## config.mk

```make
export PLATFORM = sky130hd
export DESIGN_NAME = abba_recognizer
export DESIGN_NICKNAME = d
export VERILOG_FILES = /design/src/rtl/abba_pkg.sv /design/src/rtl/abba_sym_classify.sv /design/src/rtl/abba_next_state.sv /design/src/rtl/abba_state_reg.sv /design/src/rtl/abba_out_decode.sv /design/src/rtl/abba_recognizer.sv
export SDC_FILE = /design/constraint.sdc
export NUM_CORES = 1
export LEC_CHECK = 0
export ABC_AREA = 1
export BUFFER_PORTS_ARGS = -buffer_cell sky130_fd_sc_hd__buf_4
export CAP_MARGIN = 5
export CORE_AREA = 4 4 41 43
export CTS_BUF_LIST = sky130_fd_sc_hd__clkbuf_4 sky130_fd_sc_hd__clkbuf_8
export CTS_CLUSTER_SIZE = 14
export DETAILED_ROUTE_END_ITERATION = 10
export DIE_AREA = 0 0 45 47
export SYNTH_ARGS = -nofsm -noshare
export SYNTH_HDL_FRONTEND = slang
export SYNTH_HIERARCHICAL = 1
export SYNTH_SLANG_ARGS = --single-unit
export TNS_END_PERCENT = 20
```

## constraint.sdc

```tcl
create_clock -name clk -period 1.74 [get_ports clk]
set_input_delay 0.435 -clock clk [delete_from_list [all_inputs] [get_ports clk]]
set_output_delay 0.435 -clock clk [all_outputs]
set_load 0.005 [all_outputs]
```

## src/rtl/abba_pkg.sv

```systemverilog
package abba_pkg;

    parameter int SYM_W   = 2;
    parameter int N_STATE = 5;
    localparam int STATE_W = $clog2(N_STATE);

    localparam logic [SYM_W-1:0] CODE_A   = 2'b00;
    localparam logic [SYM_W-1:0] CODE_B   = 2'b01;
    localparam logic [SYM_W-1:0] CODE_C   = 2'b10;
    localparam logic [SYM_W-1:0] CODE_BAD = 2'b11;

    typedef enum logic [STATE_W-1:0] {
        ST_IDLE     = 3'd0,
        ST_SEEN_A   = 3'd1,
        ST_SEEN_AB  = 3'd2,
        ST_SEEN_ABB = 3'd3,
        ST_ACCEPT   = 3'd4
    } rec_state_e;

    typedef enum logic [1:0] {
        K_A,
        K_B,
        K_C,
        K_BAD
    } sym_kind_e;

endpackage

```

## src/rtl/abba_sym_classify.sv

```systemverilog
module abba_sym_classify
    import abba_pkg::*;
(
    input  logic [SYM_W-1:0] sym,
    output sym_kind_e        kind
);

    always_comb begin
        unique case (sym)
            CODE_A:  kind = K_A;
            CODE_B:  kind = K_B;
            CODE_C:  kind = K_C;
            default: kind = K_BAD;
        endcase
    end

endmodule

```

## src/rtl/abba_next_state.sv

```systemverilog
module abba_next_state
    import abba_pkg::*;
(
    input  rec_state_e cur,
    input  logic       take,
    input  sym_kind_e  kind,
    output rec_state_e nxt
);

    // Transition function: advance, fall back to seen_a, fall back to idle,
    // overlap to seen_ab, or hold while no symbol is taken.
    always_comb begin
        nxt = cur;
        if (take) begin
            unique case (kind)
                K_A: begin
                    unique case (cur)
                        ST_SEEN_ABB: nxt = ST_ACCEPT;
                        default:     nxt = ST_SEEN_A;
                    endcase
                end
                K_B: begin
                    unique case (cur)
                        ST_SEEN_A:   nxt = ST_SEEN_AB;
                        ST_SEEN_AB:  nxt = ST_SEEN_ABB;
                        ST_ACCEPT:   nxt = ST_SEEN_AB;
                        default:     nxt = ST_IDLE;
                    endcase
                end
                K_C:     nxt = ST_IDLE;
                default: nxt = ST_IDLE;
            endcase
        end
    end

endmodule

```

## src/rtl/abba_state_reg.sv

```systemverilog
module abba_state_reg
    import abba_pkg::*;
(
    input  logic       clk,
    input  logic       rst,
    input  rec_state_e nxt,
    output rec_state_e cur
);

    always_ff @(posedge clk) begin
        if (rst) cur <= ST_IDLE;
        else     cur <= nxt;
    end

endmodule

```

## src/rtl/abba_out_decode.sv

```systemverilog
module abba_out_decode
    import abba_pkg::*;
(
    input  rec_state_e         cur,
    output logic               match,
    output logic [STATE_W-1:0] state_code
);

    always_comb begin
        state_code = cur;
        unique case (cur)
            ST_ACCEPT: match = 1'b1;
            default:   match = 1'b0;
        endcase
    end

endmodule

```

## src/rtl/abba_recognizer.sv

```systemverilog
module abba_recognizer
    import abba_pkg::*;
(
    input  logic               clk,
    input  logic               rst,
    input  logic               sym_valid,
    input  logic [SYM_W-1:0]   sym,
    output logic               match,
    output logic [STATE_W-1:0] state_code
);

    sym_kind_e  kind;
    rec_state_e cur;
    rec_state_e nxt;

    abba_sym_classify u_cls (
        .sym  (sym),
        .kind (kind)
    );

    abba_next_state u_nxt (
        .cur  (cur),
        .take (sym_valid),
        .kind (kind),
        .nxt  (nxt)
    );

    abba_state_reg u_reg (
        .clk (clk),
        .rst (rst),
        .nxt (nxt),
        .cur (cur)
    );

    abba_out_decode u_out (
        .cur        (cur),
        .match      (match),
        .state_code (state_code)
    );

endmodule

```

==> impl_metrics.ini, run 1 <==
[grt]
grt_max_degree = 8
grt.total_usage_pct = 5.44
globalRoute.totalOverflow = 0
grt_pass1_wl_um = 745
grt_pass1_vias = 197
antenna_found_initial = 0

[synth]
avgSynthCellArea_um2 = 5.52
synth-adder-area-share_pct = 0
synth.net_count = 46
synth_top_family_by_area = simple AND/OR/NAND/NOR gates
synth_top_area_share_pct = 26.5
yosys.area.top_type = dfxtp_1
synth-xor-area-share_pct = 0
yosys.area_share.simple_pct = 42.0
ys_seq_area_share_pct = 26.5
synth.distinct_cells = 11
ys_ff_latch = 3
yosysWarningCount = 6
syn_inst = 41
netlist_area_um2 = 226
synth_compound_area_share_pct = 4.97
ys_top_cells_by_area = dfxtp_1 27%, nand2_1 22%, inv_1 13%
synthMuxAreaShare_pct = 0

[clock_tree]
insertion_delay_ps = 230
clk_pin_slew_worst_paths_ps = 40
h-tree-depth = 1
clkSinkCount = 3
cts_hold_buf = 0
cts_tree = done
cts_resized = 0
clockBufferDepth = 2
cts-buffers-inserted = 3
clockRootBuffer = clkbuf_4
cts_setup_buffers = 0

[setup_path]
crit-reg2reg-launch = u_reg/cur[1]
rrSetupSlack_ps = 770
cp.required_ps = 1300
end_kind = output port
critical_path_arrival_ps = 950
startpoint_type = flop
r2r_cells = 7
crit_type = flop to output port
worst-path-max-fanout = 6
r2r_end = u_reg/cur[0]

[cells_and_area]
antenna_cells = 0
reg_top3 = u_reg/cur: 3 flops
fin_area_um2 = 305
fillCellCount = 161
final_cell_mix = 13 x nand2_1, 8 x buf_4, 8 x inv_1
layout.nets = 54
syn_to_final_growth_pct = 34.8
multi_input_area_um2 = 106
drive_gt1_share_pct = 29.2
final_common_cell = nand2_1
regArea_um2 = 60.1
top_register = u_reg/cur
largest_reg_flops = 3

[worst_hold_path]
holdPathStages = 2
holdPathEnd = u_reg/cur[0]
hold_path.class = input pin to flop
hp-start = rst

[routing]
wl_per_cell_um = 7.11
routed-via-count = 240
ant_nets = 0
drc_errors = 0
vias_per_cell = 3.81
first_iter_violations = 5
wl_um = 448
drtPass1Iterations = 4

[sta]
maxSlewHeadroom_pct = 84.0
worstMarginPinSlew_ps = 240
drv_slew = 0
setup_ws_ps = 354
fin_skew_ps = 2.19
rsz0062_at_grt = no
fin_crit_ps = 1390
setup_violations = 0
hold_viol_final = 0
clock.fmax_mhz = 721
final.period_utilization_pct = 79.7
tns_ps = 0

[floorplan]
die_w_um = 45
coreArea_um2 = 1300
start_util_pct = 17.4
die-area_um2 = 2120
num_rows = 13
die_y_um = 47
io_pins = 9

[placement]
dpl-instance-area_um2 = 275
gp_congestion = 0.659
place_ws_ps = 588
io_buffers = 8
hpwl_um = 363

[power_and_ir_drop]
power.total_uw = 229
ir_worst_vdd_mv = 0.194
power_density_nw_per_um2 = 750
power.leakage_uw = 0.000153

[job]
drv_cap = 0

[run_status]
status = complete, no violations
-- critical path, stage by stage (launching register included) --
cell     delay (ps)
dfxtp_1         420
inv_1            60
nand2_1          70
nor2_2           30
buf_4           130
-- through the flow --
stage,hold WS [ps],std cells,utilization (%)
after floorplan,506,41,-
after detailed placement,614,59,21.2
after CTS,364,63,23.5
final,376,63,23.5
after global placement,612,59,21.2
after global routing,367,63,23.5
-- metal layers --
layer | global-route usage (%) | wire (µm) | up-vias
met1 | 5.66 | 197 | 100
met2 | 7.34 | 196 | 9
met3 | 3.45 | 54 | 0
li1 | - | - | 131
met4 | 5.26 | 0 | 0
met5 | 0 | 0 | -
-- Yosys cell counts --
cell type / n
nor3_1: 1
dfxtp_1: 3
nand3_1: 2
nor2_2: 2
buf_4: 3
o21ai_1: 1
nor2_1: 5
inv_1: 8
clkbuf_1: 2
o22ai_1: 1
nand2_1: 13
-- how the worst max path moves through the flow --
stage / start / to / slack [ps] / cells after the start
after global placement: u_reg/cur[0] / match / 590 / 4
after detailed placement: u_reg/cur[0] / match / 590 / 4
after CTS: u_reg/cur[0] / match / 330 / 4
after floorplan: sym[1] / u_reg/cur[0] / 740 / 8
final: u_reg/cur[0] / match / 350 / 4
after global routing: u_reg/cur[0] / match / 240 / 4
-- logic make-up after synthesis --
logic type,Yosys count
compound gates,2
buf+inv,13
flops,3
simple gates,23
-- power by group --
group          total (µW)  internal, µW  switching, µW
Sequential           72.1          70.2           1.83
Clock                 136           101           34.8
Combinational        20.8          11.1           9.68
Total                 229           183           46.4
-- area by class of cell --
cell class / count / area share, %
clock buffers: 4 / 9.84
flip-flops and latches: 3 / 19.7
inverters: 8 / 9.84
multi-input cells: 25 / 34.8
repair buffers: 8 / 19.7
well taps: 15 / 6.15
(Power assumes the default switching activity.)
==> run 2: changes to the inputs <==
clock period = 1.4 ns   (was 1.74 ns; I/O delays follow)
==> run 2 against run 1 <==
Via count shrank 0.42%; sequential share of layout area up 0.33 points; combinational power rose by 25%; critical path type unchanged; critical path depth fell by 1; sequential power up 25%; first-iteration DRC count unchanged; largest power group unchanged; worst hold slack got worse by 91 ps.
==> impl_metrics.ini, run 2 (synthesis results as in run 1) <==
[run_status]
status = complete, no violations

[sta]
setup_violations = 0
fin_skew_ps = 3.10
whs_ps = 285
drv_slew = 0
tns_ps = 0
clock.fmax_mhz = 805
hold_viol_final = 0
worstMarginPinSlew_ps = 247
final.period_utilization_pct = 88.7
fin_crit_ps = 1240
rsz0062_at_grt = no
maxSlewHeadroom_pct = 83.5

[floorplan]
die-area_um2 = 2120
start_util_pct = 17.4
io_pins = 9
coreArea_um2 = 1300
die_y_um = 47
die_w_um = 45
num_rows = 13

[setup_path]
cp.required_ps = 1050
end_kind = output port
startpoint_type = flop
crit-reg2reg-launch = u_reg/cur[1]
crit_type = flop to output port
critical_path_arrival_ps = 890
rrSetupSlack_ps = 430
worst-path-max-fanout = 5
r2r_cells = 7
r2r_end = u_reg/cur[0]

[grt]
grt_pass1_vias = 194
antenna_found_initial = 0
grt.total_usage_pct = 5.60
grt_max_degree = 8
grt_pass1_wl_um = 759
globalRoute.totalOverflow = 0

[power_and_ir_drop]
power.total_uw = 287
power.leakage_uw = 0.000154
ir_worst_vdd_mv = 0.235
power_density_nw_per_um2 = 936

[cells_and_area]
regArea_um2 = 61.3
final_cell_mix = 13 x nand2_1, 8 x buf_4, 8 x inv_1
largest_reg_flops = 3
final_common_cell = nand2_1
multi_input_area_um2 = 106
reg_top3 = u_reg/cur: 3 flops
layout.nets = 54
fillCellCount = 166
drive_gt1_share_pct = 31.3
top_register = u_reg/cur
antenna_cells = 0
syn_to_final_growth_pct = 35.4

[routing]
wl_um = 460
drc_errors = 0
drtPass1Iterations = 4
vias_per_cell = 3.79
routed-via-count = 239
first_iter_violations = 5
ant_nets = 0
wl_per_cell_um = 7.30

[worst_hold_path]
hp-start = rst
hold_path.class = input pin to flop
holdPathEnd = u_reg/cur[0]
holdPathStages = 2

[clock_tree]
insertion_delay_ps = 230
clkSinkCount = 3
cts_resized = 0
clockRootBuffer = clkbuf_4
cts-buffers-inserted = 3
clockBufferDepth = 2
cts_hold_buf = 0
clk_pin_slew_worst_paths_ps = 40
cts_setup_buffers = 0
h-tree-depth = 1
cts_tree = done

[placement]
gp_congestion = 0.678
hpwl_um = 354
io_buffers = 8

[job]
drv_cap = 0
run 2: changes by cell type in the layout (fill, tap and decap cells not counted):
cell / delta
dfxtp_1: -1
dfxtp_2: +1
run 2: final cells by class:
class / count / share of cell area (%)
well taps: 15 / 6.12
repair buffers: 8 / 19.6
clock buffers: 4 / 9.80
flip-flops and latches: 3 / 20.0
multi-input cells: 25 / 34.7
inverters: 8 / 9.80
run 2: through the flow:
| stage | worst slack [ps] | area, µm² | std cells | utilization, % |
|---|---|---|---|---|
| 6_report | 158 | 307 | 63 | 23.6 |
| 5_1_grt | 34.6 | 307 | 63 | 23.6 |
| 4_1_cts | 83.6 | 305 | 63 | 23.5 |
| 3_5_place_dp | 341 | 275 | 59 | 21.2 |
| 3_3_place_gp | 345 | 275 | 59 | 21.2 |
| 2_1_floorplan | 488 | 226 | 41 | - |
run 2: how the worst max path moves through the flow:
stage	startpoint	to	slack (ps)	cells past startpoint
after floorplan	sym[1]	u_reg/cur[0]	490	8
after global routing	u_reg/cur[2]	match	30	3
after detailed placement	u_reg/cur[0]	match	340	4
final	u_reg/cur[2]	match	160	3
after CTS	u_reg/cur[0]	match	80	4
after global placement	u_reg/cur[0]	match	350	4
run 2: power breakdown:
part	total (µW)	leakage, µW	switching [µW]	internal [µW]
logic	26.0	0.000111	12.2	13.8
registers	89.8	0.0000247	2.24	87.5
clock network	171	0.0000184	44.9	126
run 2: metal layers:
layer | GRT usage [%] | up-vias | wire (µm)
met5 | 0 | - | 0
met4 | 5.26 | 0 | 0
met3 | 4.60 | 0 | 50
met2 | 6.78 | 10 | 190
met1 | 5.88 | 99 | 220
li1 | - | 130 | -
run 2: critical path, cell delays in order, from the launching register on:
cell and delay, ps:
dfxtp_1 390, nand2_1 90, nor2_2 70, buf_4 110
==> run 3: changes to the inputs <==
BUFFER_PORTS_ARGS = unset   (was -buffer_cell sky130_fd_sc_hd__buf_4)
DONT_BUFFER_PORTS = 1   (was unset)
RECOVER_POWER = 100   (was unset)
==> run 3 against run 2 <==
Sequential share of layout area increased by 5.0 points; flip-flop and latch count unchanged; maximum frequency increased by 5.8%; worst hold slack got worse by 98 ps; setup slack improved by 68 ps; power decreased by 5.5%; routed wire length decreased by 4.6%; largest cell class unchanged.
==> impl_metrics.ini, run 3 (synthesis results as in run 1) <==
[placement]
gp_congestion = 0.625
io_buffers = 0
hpwl_um = 340

[cells_and_area]
layout.nets = 46
antenna_cells = 0
syn_to_final_growth_pct = 6.08
largest_reg_flops = 3
drive_gt1_share_pct = 10.0
top_register = u_reg/cur
final_common_cell = nand2_1
final_cell_mix = 13 x nand2_1, 8 x inv_1, 7 x nor2_1
reg_top3 = u_reg/cur: 3 flops

[power_and_ir_drop]
sw_frac_of_total_pct = 19.4
power_density_nw_per_um2 = 1130
comb_power_share_pct = 4.6
internal_power_uw = 218
ir_worst_vdd_mv = 0.395
p_switching_uw = 52.6
p_clk_share_pct = 62.3
p_seq_share_pct = 33.1
power.leakage_uw = 0.000112

[sta]
tns_ps = 0
hold_viol_final = 0
worstMarginPinSlew_ps = 240
whs_ps = 187
maxSlewHeadroom_pct = 84.0
fin_crit_ps = 1170
setup_violations = 0
rsz0062_at_grt = no
final.period_utilization_pct = 83.8
clock.fmax_mhz = 852
fin_skew_ps = 1.12
drv_slew = 0

[grt]
globalRoute.totalOverflow = 0
grt.total_usage_pct = 5.52
grt_use_met1_pct = 5.88
busiest_layer = met2
grt_max_degree = 8
use_met2_pct = 7.34
grt_pass1_wl_um = 779
antenna_found_initial = 0
grt_pass1_vias = 212
grt_util_met3_pct = 5.75

[setup_path]
cp.required_ps = 1050
worst-path-max-fanout = 6
critical_path_arrival_ps = 820
cp_top_family = flip-flops
crit_type = flop to output port
critPathBufInv = 1
slowest_delay_ps = 430
startpoint_type = flop
end_kind = output port
cp_slowest_cell = dfxtp_1
worstPathCellList = inv_1 > nand2_1 > nor2_1

[routing]
drtPass1Iterations = 4
routed-via-count = 208
drc_errors = 0
first_iter_violations = 4
ant_nets = 0
wl_per_cell_um = 7.98
wl_um = 439
vias_per_cell = 3.78

[run_status]
status = complete, no violations

[floorplan]
io_pins = 9
die-area_um2 = 2120
die_y_um = 47
die_w_um = 45
start_util_pct = 17.4
coreArea_um2 = 1300
num_rows = 13

[clock_tree]
clockBufferDepth = 2
clk_pin_slew_worst_paths_ps = 40
clkSinkCount = 3
cts_setup_buffers = 0
cts-buffers-inserted = 3
cts_hold_buf = 0
clockRootBuffer = clkbuf_4
h-tree-depth = 1
cts_tree = done
insertion_delay_ps = 230
cts_resized = 0

[job]
drv_cap = 0

[worst_hold_path]
hold_path.class = input pin to flop
[run 3: changes by cell type in the layout (fill, tap and decap cells not counted), sizes merged]
cell and change:
buf -8
[run 3: final cells by class]
type | count | area (µm²)
Clock buffer | 4 | 30.0
Tap cell | 15 | 18.8
Multi-Input combinational cell | 25 | 101
Fill cell | 163 | 1060
Sequential cell | 3 | 60.1
Inverter | 8 | 30.0
[run 3: power groups by stage]
stage | logic (µW) | registers, µW | clock network, µW
6_report | 12.4 | 89.7 | 169
5_1_grt | 15.1 | 90.1 | 188
4_1_cts | 12.8 | 89.9 | 178
3_5_place_dp | 12.8 | 91.2 | 0
3_3_place_gp | 13.0 | 91.2 | 0
2_1_floorplan | 15.6 | 90.3 | 0
[run 3: path summary, 6_finish.rpt]
kind	endpoint	slack, ps	start	cells past startpoint
max	match	230	u_reg/cur[0]	3
min	u_reg/cur[2]	190	rst	1
min reg2reg	u_reg/cur[0]	610	u_reg/cur[0]	4
max reg2reg	u_reg/cur[1]	420	u_reg/cur[0]	7
[run 3: layer usage]
| metal | wire length [µm] | vias up |
|---|---|---|
| met4 | 0 | 0 |
| met3 | 64 | 0 |
| met5 | 0 | - |
| li1 | - | 114 |
| met2 | 177 | 8 |
| met1 | 196 | 86 |
[run 3: per-stage QoR]
stage	total power, µW	std cells	util [%]	setup WS, ps	area [µm²]
finish	271	55	18.5	226	240
global route	293	55	18.5	123	240
CTS	281	55	18.8	182	245
detailed placement	104	51	16.5	411	215
global placement	104	51	16.5	429	215
floorplan	106	41	-	488	226
